File: src/rtl/qr_pkg.sv
package qr_pkg;

  typedef enum logic [1:0] {
    ST_WAIT = 2'd0,
    ST_PEND = 2'd1,
    ST_ON   = 2'd2
  } qrState_e;

  // control -> datapath strobes
  typedef struct packed {
    logic startOff;
    logic startOn;
  } qrStrobe_t;

  // datapath -> control status
  typedef struct packed {
    logic offDone;
    logic timeoutHit;
    logic blankDone;
    logic ringFall;
  } qrStatus_t;

endpackage

File: src/rtl/qr_satcnt.sv
module qr_satcnt #(
  parameter int LIMIT = 8
) (
  input  logic clk,
  input  logic rstN,
  input  logic clear,
  output logic done
);
  localparam int W = $clog2(LIMIT + 1);
  localparam logic [W-1:0] LIM = W'(LIMIT);

  logic [W-1:0] count;

  always_ff @(posedge clk) begin
    if (!rstN || clear) begin
      count <= '0;
    end else if (count != LIM) begin
      count <= count + W'(1);
    end
  end

  assign done = (count == LIM);

endmodule

File: src/rtl/qr_timers.sv
module qr_timers
  import qr_pkg::*;
#(
  parameter int MIN_OFF_CYC      = 800,
  parameter int RING_TIMEOUT_CYC = 500,
  parameter int BLANK_CYC        = 38
) (
  input  logic      clk,
  input  logic      rstN,
  input  logic      coreResetIn,
  input  qrStrobe_t strobe,
  output qrStatus_t status
);
  localparam int NUM_TMR = 3;
  localparam int LIMITS [NUM_TMR] = '{MIN_OFF_CYC, RING_TIMEOUT_CYC, BLANK_CYC};

  logic ringPrev;
  logic ringFall;
  logic [NUM_TMR-1:0] tmrClear;
  logic [NUM_TMR-1:0] tmrDone;

  always_ff @(posedge clk) begin
    if (!rstN) ringPrev <= 1'b0;
    else       ringPrev <= coreResetIn;
  end

  assign ringFall = ringPrev & ~coreResetIn;

  // index 0: off-time blank, 1: ringing timeout, 2: leading-edge blank
  assign tmrClear[0] = strobe.startOff;
  assign tmrClear[1] = strobe.startOff | ringFall;
  assign tmrClear[2] = strobe.startOn;

  for (genvar g = 0; g < NUM_TMR; g++) begin : g_tmr
    qr_satcnt #(.LIMIT(LIMITS[g])) i_cnt (
      .clk   (clk),
      .rstN  (rstN),
      .clear (tmrClear[g]),
      .done  (tmrDone[g])
    );
  end

  assign status.offDone    = tmrDone[0];
  assign status.timeoutHit = tmrDone[1];
  assign status.blankDone  = tmrDone[2];
  assign status.ringFall   = ringFall;

  // a new off period always restarts the blank
  assert_blank_restart_R2: assert property (@(posedge clk) disable iff (!rstN)
    strobe.startOff |=> !status.offDone);

  // a crossing always rearms the ringing timeout
  assert_timeout_rearm_R4: assert property (@(posedge clk) disable iff (!rstN)
    ringFall |=> !status.timeoutHit);

endmodule

File: src/rtl/qr_ctrl.sv
module qr_ctrl
  import qr_pkg::*;
(
  input  logic      clk,
  input  logic      rstN,
  input  logic      haltIn,
  input  logic      peakTripIn,
  input  logic      burstHoldIn,
  input  qrStatus_t status,
  output qrStrobe_t strobe,
  output logic      isOn
);
  qrState_e state, nxtState;
  logic permit;

  assign permit = status.offDone & (status.ringFall | status.timeoutHit);

  always_comb begin
    nxtState = state;
    strobe   = '0;
    if (haltIn) begin
      nxtState        = ST_WAIT;
      strobe.startOff = 1'b1;
    end else begin
      unique case (state)
        ST_WAIT: begin
          if (permit) begin
            if (burstHoldIn) begin
              nxtState = ST_PEND;
            end else begin
              nxtState       = ST_ON;
              strobe.startOn = 1'b1;
            end
          end
        end
        ST_PEND: begin
          if (!burstHoldIn) begin
            nxtState       = ST_ON;
            strobe.startOn = 1'b1;
          end
        end
        ST_ON: begin
          if (status.blankDone && peakTripIn) begin
            nxtState        = ST_WAIT;
            strobe.startOff = 1'b1;
          end
        end
        default: nxtState = ST_WAIT;
      endcase
    end
  end

  always_ff @(posedge clk) begin
    if (!rstN) state <= ST_WAIT;
    else       state <= nxtState;
  end

  assign isOn = (state == ST_ON);

  // turn-on only once the blank has elapsed
  assert_on_after_blank_R2: assert property (@(posedge clk) disable iff (!rstN)
    $rose(isOn) |-> $past(status.offDone));

  // hold flag keeps the switch off
  assert_hold_blocks_R5: assert property (@(posedge clk) disable iff (!rstN)
    (!isOn && burstHoldIn) |=> !isOn);

  // no turn-off inside the leading-edge blank unless halted
  assert_leb_hold_R6: assert property (@(posedge clk) disable iff (!rstN)
    (isOn && !status.blankDone && !haltIn) |=> isOn);

  // trip after blanking ends the pulse
  assert_trip_off_R7: assert property (@(posedge clk) disable iff (!rstN)
    (isOn && status.blankDone && peakTripIn) |=> !isOn);

  // halt leaves the controller waiting
  assert_halt_wait_R9: assert property (@(posedge clk) disable iff (!rstN)
    haltIn |=> (state == ST_WAIT));

endmodule

File: src/rtl/qr_cycle_ctrl.sv
module qr_cycle_ctrl
  import qr_pkg::*;
#(
  parameter int MIN_OFF_CYC      = 800,
  parameter int RING_TIMEOUT_CYC = 500,
  parameter int BLANK_CYC        = 38
) (
  input  logic clk,
  input  logic rstN,
  input  logic haltIn,
  input  logic coreResetIn,
  input  logic peakTripIn,
  input  logic burstHoldIn,
  output logic gateOnOut,
  output logic senseBiasEnOut
);
  qrStrobe_t strobe;
  qrStatus_t status;
  logic isOn;

  qr_timers #(
    .MIN_OFF_CYC      (MIN_OFF_CYC),
    .RING_TIMEOUT_CYC (RING_TIMEOUT_CYC),
    .BLANK_CYC        (BLANK_CYC)
  ) i_timers (
    .clk         (clk),
    .rstN        (rstN),
    .coreResetIn (coreResetIn),
    .strobe      (strobe),
    .status      (status)
  );

  qr_ctrl i_ctrl (
    .clk         (clk),
    .rstN        (rstN),
    .haltIn      (haltIn),
    .peakTripIn  (peakTripIn),
    .burstHoldIn (burstHoldIn),
    .status      (status),
    .strobe      (strobe),
    .isOn        (isOn)
  );

  assign gateOnOut      = isOn & ~haltIn;
  assign senseBiasEnOut = ~gateOnOut;

endmodule

File: config.mk
export PLATFORM = sky130hd
export DESIGN_NAME = qr_cycle_ctrl
export DESIGN_NICKNAME = d
export VERILOG_FILES = /design/src/rtl/qr_pkg.sv /design/src/rtl/qr_satcnt.sv /design/src/rtl/qr_timers.sv /design/src/rtl/qr_ctrl.sv /design/src/rtl/qr_cycle_ctrl.sv
export SDC_FILE = /design/constraint.sdc
export NUM_CORES = 1
export LEC_CHECK = 0
export BUFFER_PORTS_ARGS = -buffer_cell sky130_fd_sc_hd__buf_2
export CAP_MARGIN = 10
export CORE_AREA = 2 2 56 58
export DETAILED_ROUTE_END_ITERATION = 8
export DIE_AREA = 0 0 58 60
export PLACE_DENSITY = 0.61
export SYNTH_ARGS = -nofsm -noshare
export SYNTH_HDL_FRONTEND = slang
export SYNTH_SLANG_ARGS = --single-unit
export TNS_END_PERCENT = 100
File: constraint.sdc
create_clock -name clk -period 2.25 [get_ports clk]
set_input_delay 0.45 -clock clk [delete_from_list [all_inputs] [get_ports clk]]
set_output_delay 0.45 -clock clk [all_outputs]
set_load 0.03 [all_outputs]
---- After elaboration in Yosys (flattened, before gate mapping) ----
Index checks and enable logic that the tools add are counted.
word-level totals
  input port bits ......................... 6
  flip-flop bits (word level) ............. 28
  output and inout port bits .............. 2
  word-level logic and storage cells ...... 48
operators by class
  reductions and logical operators ........ 8
  bitwise logic cells ..................... 9
  add/subtract/negate cells ............... 3
  eq/ne operators ......................... 11
  muxes and demuxes ....................... 12
operator list
  operator                                                count
  adder 10 x 1 -> 10 bit (second input constant)          1
  equality test 10 bit (second input constant)            1
  inequality test 10 bit (second input constant)          1
  adder 9 x 1 -> 9 bit (second input constant)            1
  equality test 9 bit (second input constant)             1
  inequality test 9 bit (second input constant)           1
  2-to-1 mux 2 bit                                        4
  adder 6 x 1 -> 6 bit (second input constant)            1
  equality test 6 bit (second input constant)             1
  2-to-1 mux 1 bit                                        6
  inequality test 6 bit (second input constant)           1
  one-hot mux 2 bit (3 select lines)                      1
  inequality test 2 x 1 -> 1 bit (second input constant)  2
  NOT 1 bit                                               4
  AND 1 bit                                               3
  logical OR 1 bit                                        3
  AND reduction 3 bit                                     1
  equality test 2 x 1 -> 1 bit (second input constant)    1
  equality test 2 bit (second input constant)             1
  zero test 2 bit                                         1
  inequality test 2 bit (second input constant)           1
  bitwise OR 1 bit                                        2
  one-hot mux 1 bit (2 select lines)                      1
  OR reduction 2 bit                                      1
  2 further kinds                                         2

---- Depth between registers and ports, before layout ----
Gate-level depths: netlist of the first run.
  word-level depth ........................ 8
  gate-level depth with buffers ........... 7
  mapped depth without buffers ............ 6

---- Cells and area by module ----
From an unflattened synthesis of the first run, not the netlist that was laid out.
second synthesis, totals
  cell total of the unflattened synthesis .. 157
  area, all modules ....................... 1416.4 µm²
by module, submodules not included
  module                                sequential area each (µm²)  instances  area each (µm²)  cells each
  qr_satcnt at i_timers.g_tmr[0].i_cnt  200.2                       1          491.7            56
  qr_satcnt at i_timers.g_tmr[1].i_cnt  180.2                       1          427.9            49
  qr_satcnt at i_timers.g_tmr[2].i_cnt  120.1                       1          311.5            31
  qr_ctrl                               40.0                        1          117.6            14
  qr_timers                             20.0                        1          55.1             5
  qr_cycle_ctrl                         0.0                         1          12.5             2

---- Worst setup path after synthesis of the first run ----
No wires, ideal clock.
  kind .................................... register to output
  start ................................... register i_ctrl.state[1]
  end ..................................... output port gateOnOut
  path buffers ............................ 0
  cell stages (with the launch flop) ...... 4
  arrival time ............................ 1.121 ns
  path slack .............................. 0.679 ns
  data required time ...................... 1.800 ns
  cells stage by stage .................... dfxtp_1 > nor2b_1 > nand2b_1 > inv_1
between the ends
  cells in the longest elaborated chain, start to end .. 2
ends and longest elaborated chain
  what                    RTL line             source
  from (decl)             qr_ctrl.sv:13        qrState_e state, nxtState;
  from (signal assigned)  qr_ctrl.sv:55        else state <= nxtState;
  equality test 2 bit     qr_ctrl.sv:58        assign isOn = (state == ST_ON);
  AND 1 bit               qr_cycle_ctrl.sv:44  assign gateOnOut = isOn & ~haltIn;
  to (decl)               qr_cycle_ctrl.sv:14  output logic gateOnOut,
Every way passes these cells.

---- Worst setup path in the final report of the first run ----
Ends and elaborated chain as after synthesis.

==> run metrics, run 1 <==
Total GRT Usage about 15%; Max Clock Skew between 0.002 and 0.003 ns; Place WS roughly 0.48 ns; final setup vio count 0; Final Cycle Share between 70 and 80%; fmax roughly 560 MHz; gpl congestion approximately 0.76; syn_area_per_cell around 8.8 um2; Cell Count, Final, Fillers Out 196; core area about 0.0029 mm2; # DRC 0; commonest non-fill, non-tap cell in the layout dfxtp_1; cells after synthesis 153; highest-count cells in the layout ignoring fill and taps dfxtp_1, nor2_1, nand2_1; ant diodes 0; layout cell share with drive strength beyond 1 10.4%; Post-CTS Hold Buffers 0; VDD IR-drop max 0.000363 V; Worst setup SP type flop; Pre-antenna DRT Iters 4; ANT nets after route 0; CP Cell Sequence nor2b_1, nand2b_1, inv_1, buf_2; max-cap viol count 0; cts bufs inserted 3; Setup Crit Path Kind flop to primary output; dominant delay contributor by cell family on the critical path flip-flops; via/cell ratio between 5 and 6; dpl hpwl ~1700 um; power per cell area about 640 mW/mm2; final worst slack about 0.45 ns; Worst Tran Pin Value around 0.42 ns; placed cells 192; H-tree levels 1; setup TNS 0 ns; final hold vios 0; Max FO, Critical Path 5; clock input transition at the sequential cells of the worst setup and hold paths 0.14 ns; final WL 2170 um; Worst Setup End Kind primary output; outcome complete, no violations; CTS tree built; Sink Count 28; Die Ht 60 um; Critical Path Max Stage Delay about 0.45 ns; Yosys cell types 35; Die X around 58 um; Cell Rows 20; Initial Util between 40% and 50%; Synth warnings 0; Syn Nets between 150 and 200; Die ar. 0.00348 mm2; Setup Fix Bufs, Post-CTS 0; post-cts sizing count 0; sequential share of the synthesized area about two fifths; WP data required 1.80 ns; final layout net count around 180; RSZ-0062 raised after global routing false; clk buf depth 2; Wirelength per Cell approximately 11 um; vias in the first global route around 940; Final Max Tran Viols 0; Via Count 1013; Crit path arrival time between 1 and 1.5 ns; CTS root buf clkbuf_4; Post-Syn Area 0.00135 mm2; DRT iter0 DRCs 24; post-layout min period 1.80 ns; first-pass GRT wire length approximately 4000 um; largest net degree at the start of global routing 16; Area Growth Syn to Fin 7.95%; clk_lat worst skew ~0.32 ns; number of port buffers 7; CP max-delay cell dfxtp_1; antenna violations before repair 0; worst path bufs/invs 2; Boundary Pins 8; worst min path class primary input to flop; #FFs+latches synth 28; total grt overflow 0; leakage between 0.5 and 0.6 nW; Slew headroom between 70% and 80%
[stage by stage]
stage	instance area [um2]	hold WS, ns	utilization, %	power (mW)
floorplan	1350	0.465	-	0.683
global placement	1430	0.483	49.1	0.707
detailed placement	1430	0.494	49.1	0.715
CTS	1460	0.327	50.3	0.958
global route	1460	0.326	50.3	1.01
finish	1460	0.339	50.3	0.940
[flip-flops by register name, summed over array words and instances (netlist names)]
register	count
i_timers.g_tmr.i_cnt.count	25
i_timers.ringPrev	1
i_ctrl.state	2
[metal layers]
metal  track usage (%)  wire length [um]  vias up
met5                 0                 0        -
met4              6.98                21        0
met3              1.95                53        2
met2              23.5              1010        8
met1              19.8              1090      466
li1                  -                 -      537
[synth_stat cells]
library cell | number | area (um2)
nand2_4 | 1 | 11.3
nand3b_1 | 1 | 7.51
nor3b_1 | 1 | 7.51
ha_1 | 6 | 75.1
o21ai_2 | 1 | 8.76
xnor2_1 | 10 | 87.6
inv_1 | 8 | 30.0
buf_4 | 1 | 7.51
or3_1 | 2 | 12.5
o21ai_0 | 1 | 5.00
buf_2 | 1 | 5.00
nand3_1 | 10 | 50.1
a21oi_1 | 6 | 30.0
and4_1 | 1 | 8.76
nand4b_1 | 1 | 8.76
nand4_1 | 4 | 25.0
mux2i_1 | 1 | 10.0
dfxtp_1 | 28 | 561
xor2_1 | 8 | 70.1
nor4b_2 | 1 | 15.0
nor2b_1 | 1 | 6.26
a2111oi_4 | 1 | 27.5
a211oi_1 | 2 | 15.0
and2_1 | 1 | 6.26
nor3_1 | 3 | 15.0
and3_1 | 2 | 12.5
nor2_1 | 27 | 101
and4_4 | 1 | 11.3
o31ai_1 | 1 | 7.51
nand2_1 | 12 | 45.0
nor4bb_1 | 1 | 10.0
o211a_1 | 1 | 10.0
a41o_1 | 1 | 10.0
nand2b_1 | 5 | 31.3
o2111ai_1 | 1 | 8.76
[logic make-up after synthesis]
logic type	count (synthesis)	share of synthesized area [%]
AND/OR/NAND/NOR	75	28.5
AO/OA/AOI/OAI	15	9.06
multiplexers	1	0.739
flip-flops	28	41.4
XOR/XNOR	18	11.6
adder cells (fa/ha/maj)	6	5.55
buffers and inverters	10	3.14
[area by class of cell]
type                    instances  area (um2)
clock buffers                   4        36.3
fillers                       281        1440
inverters                       8        30.0
multi-input cells             115         751
flip-flops and latches         28         561
well taps                      33        41.3
repair buffers                  8        42.5
[where the power goes]
part	switching, mW	internal (mW)	leakage (nW)
Combinational	0.0542	0.0660	0.296
Sequential	0.0459	0.536	0.228
Clock	0.138	0.0989	0.0210
[final timing paths]
check	depth (start not counted)	slack [ns]	from	to
setup / recovery	4	0.45	i_ctrl.state[1]	gateOnOut
hold / removal	2	0.34	coreResetIn	i_timers.ringPrev
setup reg to reg	6	0.48	i_timers.g_tmr[2].i_cnt.count[0]	i_timers.g_tmr[1].i_cnt.count[2]
hold reg to reg	2	0.52	i_timers.g_tmr[1].i_cnt.count[3]	i_timers.g_tmr[1].i_cnt.count[3]
(Power assumes the default switching activity.)
==> run 2: changes to the inputs <==
Clock period 2.25 ns to 1.82 ns, I/O delays scaled along.
==> run 2 against run 1 <==
  * Routed wire length rose by 4.4%
  * Die area did not move
  * Critical path depth did not move
  * Total power rose by 36%
  * Cell count rose by 0.51%
  * Critical endpoint unchanged
  * Clock-buffer cell count fell by 1
  * Sequential share of layout area fell by 0.68 points
  * Register-to-register slack got worse by 0.33 ns
==> run metrics, run 2 (same netlist as run 1, synthesis figures left out) <==
max-cap viol count 0 (unchanged); Boundary Pins 8 (unchanged); dominant delay contributor by cell family on the critical path flip-flops; cts bufs inserted 3 (unchanged); CP max-delay cell dfxtp_1; layout cell share with drive strength beyond 1 11.6% (+1.2 points); Die ar. 0.00348 mm2 (unchanged); Post-CTS Hold Buffers 0 (unchanged); dpl hpwl 1710 um (+1.9%); Critical Path Stages 4 (unchanged); Cell Rows 20 (unchanged); post-cts sizing count 0 (unchanged); hold depth 2 (unchanged); leakage 0.558 nW (+2.3%); ANT nets after route 0 (unchanged); clock input transition at the sequential cells of the worst setup and hold paths 0.16 ns (+0.02 ns); Final Cycle Share between 90% and 100%; Max Clock Skew 0.0166 ns (+0.0140 ns); placed cells 193 (+0.52%); Fin Hold WS 0.244 ns (-0.0949 ns); total grt overflow 0 (unchanged); Total GRT Usage 15.6% (+0.88 points); Setup Fix Bufs, Post-CTS 0 (unchanged); RSZ-0062 raised after global routing false; largest net degree at the start of global routing 17 (+1); worst min path class primary input to flop; post-layout min period between 1.5 and 2 ns; Clk pwr share 31.7% (+6.5 points); fmax 579 MHz; final WL 2270 um (+4.4%); power per cell area 861 mW/mm2 (+34%); first-pass GRT wire length 4210 um (+5.5%); final hold vios 0 (unchanged); cell internal pwr 0.973 mW (+39%); Sink Count 28 (unchanged); WP data required 1.46 ns (-0.34 ns); via/cell ratio 5.30 (+2.6%); worst path bufs/invs 2 (unchanged); Crit path arrival time 1.36 ns (about the same); Max FO, Critical Path 5 (unchanged); Final Max Tran Viols 0 (unchanged); Initial Util 46.6% (unchanged); DRT iter0 DRCs 16 (-33%); number of port buffers 7 (unchanged); Pre-antenna DRT Iters 4 (unchanged); clk_lat worst skew 0.33 ns (about the same); Die Ht 60 um (unchanged); Largest Register i_timers.g_tmr.i_cnt.count; clk buf depth 2 (unchanged); depth of the most critical reg-to-reg path 6 (unchanged); Worst setup SP type flop; final layout net count 177 (+0.57%); H-tree levels 1 (unchanged); Comb pwr share 12.2% (-0.6 points); Sw Share 24.1% (-1.3 points); CTS tree built; gpl congestion 0.764 (+0.84%); final setup vio count 0 (unchanged); Via Count 1045 (+3.2%); ant diodes 0 (unchanged); Area Growth Syn to Fin 9.89%; Worst Tran Pin Value 0.376 ns (-0.0422 ns); outcome complete, no violations; Cell Count, Final, Fillers Out 197 (+0.51%); antenna violations before repair 0 (unchanged); commonest non-fill, non-tap cell in the layout dfxtp_1; vias in the first global route 1008 (+7.8%); max reg flops 25 (unchanged); Slew headroom 74.6% (+2.9 points); Critical Path Max Stage Delay 0.46 ns (about the same); highest-count cells in the layout ignoring fill and taps dfxtp_1, nor2_1, nand2_1; Wirelength per Cell 11.5 um (+3.9%); CTS root buf clkbuf_4; setup TNS 0 ns (unchanged); Reg power frac 56.1% (-5.9 points); CP Cell Sequence nor2b_1, nand2b_1, inv_1, buf_2; # DRC 0 (unchanged); core area 0.00290 mm2 (unchanged); Setup Crit Path Kind flop to primary output; NetSw 0.309 mW (+30%); VDD IR-drop max 0.000573 V (+58%); Die X 58 um (unchanged); Worst Setup End Kind primary output; biggest regs i_timers.g_tmr.i_cnt.count: 25 flops, i_ctrl.state: 2 flops, i_timers.ringPrev: 1 flops
-- run 2: metrics by stage --
stage               area, um2  util [%]  setup slack [ns]  power [mW]
finish                   1490      51.2            0.0924        1.28
global route             1490      51.2            0.0152        1.35
CTS                      1490      51.2            0.0441        1.30
detailed placement       1430      49.4            0.0731       0.889
global placement         1430      49.4             0.181       0.881
floorplan                1350         -             0.322       0.845
-- run 2: power by group through the flow --
stage	logic [mW]	clock network (mW)	registers, mW
2_1_floorplan	0.124	0	0.720
3_3_place_gp	0.151	0	0.731
3_5_place_dp	0.157	0	0.732
4_1_cts	0.158	0.420	0.719
5_1_grt	0.184	0.440	0.728
6_report	0.156	0.406	0.719
-- run 2: final cells by class --
class,instances,area (um2)
fill,282,1420
sequential,28,561
clock inverter,1,30.0
multi-input combinational,115,753
inverter,8,30.0
clock buffer,3,22.5
timing repair buffer,9,50.0
tap,33,41.3
-- run 2: worst paths after layout --
path / start / end / slack, ns
worst min register to register: i_timers.g_tmr[1].i_cnt.count[3] / i_timers.g_tmr[1].i_cnt.count[3] / 0.52
worst max register to register: i_timers.g_tmr[2].i_cnt.count[0] / i_timers.g_tmr[1].i_cnt.count[2] / 0.15
worst min-delay path: coreResetIn / i_timers.ringPrev / 0.24
worst max-delay path: i_ctrl.state[1] / gateOnOut / 0.09
-- run 2: worst reg2reg max path: cells and delay by family, from the launching register on --
| family | cells | cell delay, ns |
|---|---|---|
| AO/OA/AOI/OAI | 1 | 0.26 |
| adder cells (fa/ha/maj) | 1 | 0.18 |
| buffers and inverters | 1 | 0.07 |
| flip-flops | 1 | 0.43 |
| AND/OR/NAND/NOR | 3 | 0.63 |
-- run 2: layer usage --
layer,GRT usage (%),share of wire [%],vias to the layer above
met1,20.5,50,487
met2,25.8,47,10
met4,6.98,0.88,0
met5,0,0,-
met3,1.95,2.0,2
li1,-,-,546
==> run 3: changes to the inputs <==
Settings changed: ABC_AREA set to 1, CORE_AREA 2 2 56 58 to 2 2 58 60, DIE_AREA 0 0 58 60 to 0 0 60 62, GPL_TIMING_DRIVEN set to 0, PLACE_DENSITY 0.61 to 0.62.
==> run 3 against run 2 <==
  * Sequential power down 12%
  * Routed wire length grew 5.6%
  * First-iteration DRC count grew to 2.5 times the previous value
  * Largest cell class unchanged
  * Clock power is 1% lower
  * Flip-flop and latch count unchanged
  * Area after synthesis is 11% higher
  * Largest power group unchanged
==> run metrics, run 3 <==
clk_lat worst skew 0.32 ns (about the same); Max FO, Critical Path 5 (unchanged); #FFs+latches synth 28 (unchanged); via/cell ratio 4.71 (-11%); Post-CTS Hold Buffers 0 (unchanged); Yosys cell types 25 (-29%); Die X 60 um (+3.4%); Initial Util 47.1% (+0.51 points); layout cell share with drive strength beyond 1 21.7% (+10 points); Setup Fix Bufs, Post-CTS 0 (unchanged); area of the multi-input gates 827 um2 (+9.8%); filler cell count in the final layout 318 (+13%); CTS tree built; Cell Count, Final, Fillers Out 249 (+26%); antenna violations before repair 0 (unchanged); Final Cycle Share 84.3% (-11 points); Core Util, Final 51.9% (+0.62 points); Final Max Tran Viols 0 (unchanged); max-cap viol count 0 (unchanged); fmax 652 MHz (+13%); syn_area_per_cell 7.81 um2 (-12%); number of port buffers 7 (unchanged); placed cells 245 (+27%); Wirelength per Cell 9.61 um (-16%); Slew headroom 81.3% (+6.7 points); final worst slack 0.285 ns (+0.193 ns); post-cts sizing count 0 (unchanged); post-route total power 1.11 mW (-13%); commonest non-fill, non-tap cell in the layout nand2_1; ANT nets after route 0 (unchanged); WP data required 1.46 ns (about the same); Post-DP Area 0.00160 mm2 (+11%); core area 0.00318 mm2 (+9.5%); predominant post-synthesis flop cell dfxtp_1; final hold vios 0 (unchanged); largest net degree at the start of global routing 17 (unchanged); Die ar. 0.00372 mm2 (+6.9%); Fin Hold WS 0.223 ns (-0.0207 ns); most frequent cell after synthesis nand2_1; Synth area leader dfxtp_1; Via Count 1172 (+12%); Worst Tran Pin Value 0.280 ns (-0.0961 ns); outcome complete, no violations; Cell Rows 21 (+5.0%); Worst setup SP type flop; Syn Nets 204 (+24%); clk buf depth 2 (unchanged); power per cell area 673 mW/mm2 (-22%); Sink Count 28 (unchanged); leakage 0.619 nW (+11%); cells after synthesis 192 (+25%); setup TNS 0 ns (unchanged); Total GRT Usage 15.5% (-0.12 points); Synth warnings 0 (unchanged); final WL 2390 um (+5.6%); dpl hpwl 1900 um (+11%); cts bufs inserted 3 (unchanged); clock input transition at the sequential cells of the worst setup and hold paths 0.15 ns (about the same); CTS root buf clkbuf_4; final layout net count 216 (+22%); RSZ-0062 raised after global routing false; number of synthesized flops with an enable pin 0 (unchanged); gpl congestion 0.745 (-2.5%); fin area 0.00165 mm2 (+11%); top cells by count, synth nand2_1, dfxtp_1, inv_1; async set-reset flop share out of synthesis 0% (unchanged); Yosys top cell area share 37.4% (-4.0 points); VDD IR-drop max 0.000366 V (-36%); post-layout min period 1.53 ns (-0.193 ns); worst min path class primary input to flop; final setup vio count 0 (unchanged); Boundary Pins 8 (unchanged); sequential share of the synthesized area 37.4% (-4.0 points); H-tree levels 1 (unchanged); ant diodes 0 (unchanged); Area Growth Syn to Fin 10.0%; highest-count cells in the layout ignoring fill and taps nand2_1, dfxtp_1, inv_1; # DRC 0 (unchanged); max reg flops 25 (unchanged); Crit path arrival time 1.17 ns (-0.19 ns); hold depth 3 (+1); Place WS 0.357 ns (+0.283 ns); Worst Setup End Kind primary output; Setup Crit Path Kind flop to primary output; vias in the first global route 1148 (+14%); DRT iter0 DRCs 40 (+24); Max Clock Skew 0.00774 ns (-0.00883 ns); first-pass GRT wire length 4410 um (+4.8%); total grt overflow 0 (unchanged); Area contributors post-synth dfxtp_1, nand2_1, inv_1; Largest Register i_timers.g_tmr.i_cnt.count; Die Ht 62 um (+3.3%); depth of the most critical reg-to-reg path 11 (+5); sequential cell area 561 um2 (unchanged); Pre-antenna DRT Iters 4 (unchanged); biggest regs i_timers.g_tmr.i_cnt.count: 25 flops, i_ctrl.state: 2 flops, i_timers.ringPrev: 1 flops; Post-Syn Area 0.00150 mm2 (+11%)
## run 3: layout make-up
cell class	count	share of cell area (%)
Sequential cell	28	34.0
Timing Repair Buffer	7	2.12
Clock buffer	3	1.37
Inverter	29	7.06
Multi-Input combinational cell	135	50.2
Tap cell	46	3.49
Clock inverter	1	1.82
## run 3: routing by layer
metal / GRT usage, % / up-vias / share of wire, %
met1: 16.3 / 535 / 44
met2: 30.3 / 9 / 53
met3: 2.48 / 2 / 1.7
met5: 0 / - / 0
li1: - / 626 / -
met4: 6.67 / 0 / 0.96
## run 3: cell families after synthesis
group                      count (synthesis)  synth area share [%]
AOI/OAI and AO/OA                         17                  6.68
adders and majority gates                  6                  5.01
and+or+nand+nor                          101                  36.7
buffers and inverters                     29                  7.76
DFF                                       28                  37.4
xor gates and xnor gates                  11                  6.43
## run 3: final timing paths
path / start / to / slack, ns
max: i_ctrl.state[1] / gateOnOut / 0.29
min: coreResetIn / i_timers.ringPrev / 0.22
max reg2reg: i_timers.g_tmr[1].i_cnt.count[0] / i_timers.g_tmr[2].i_cnt.count[2] / 0.35
min reg2reg: i_timers.g_tmr[0].i_cnt.count[9] / i_timers.g_tmr[0].i_cnt.count[9] / 0.47
## run 3: where the power goes
group	switching (mW)	total (mW)	internal (mW)
clock	0.178	0.401	0.223
combinational	0.0451	0.0725	0.0274
sequential	0.0116	0.636	0.625
## run 3: critical path: stages (launching register included)
cell     delay [ns]
dfxtp_1        0.42
inv_1          0.08
nor3_2         0.13
buf_2          0.22
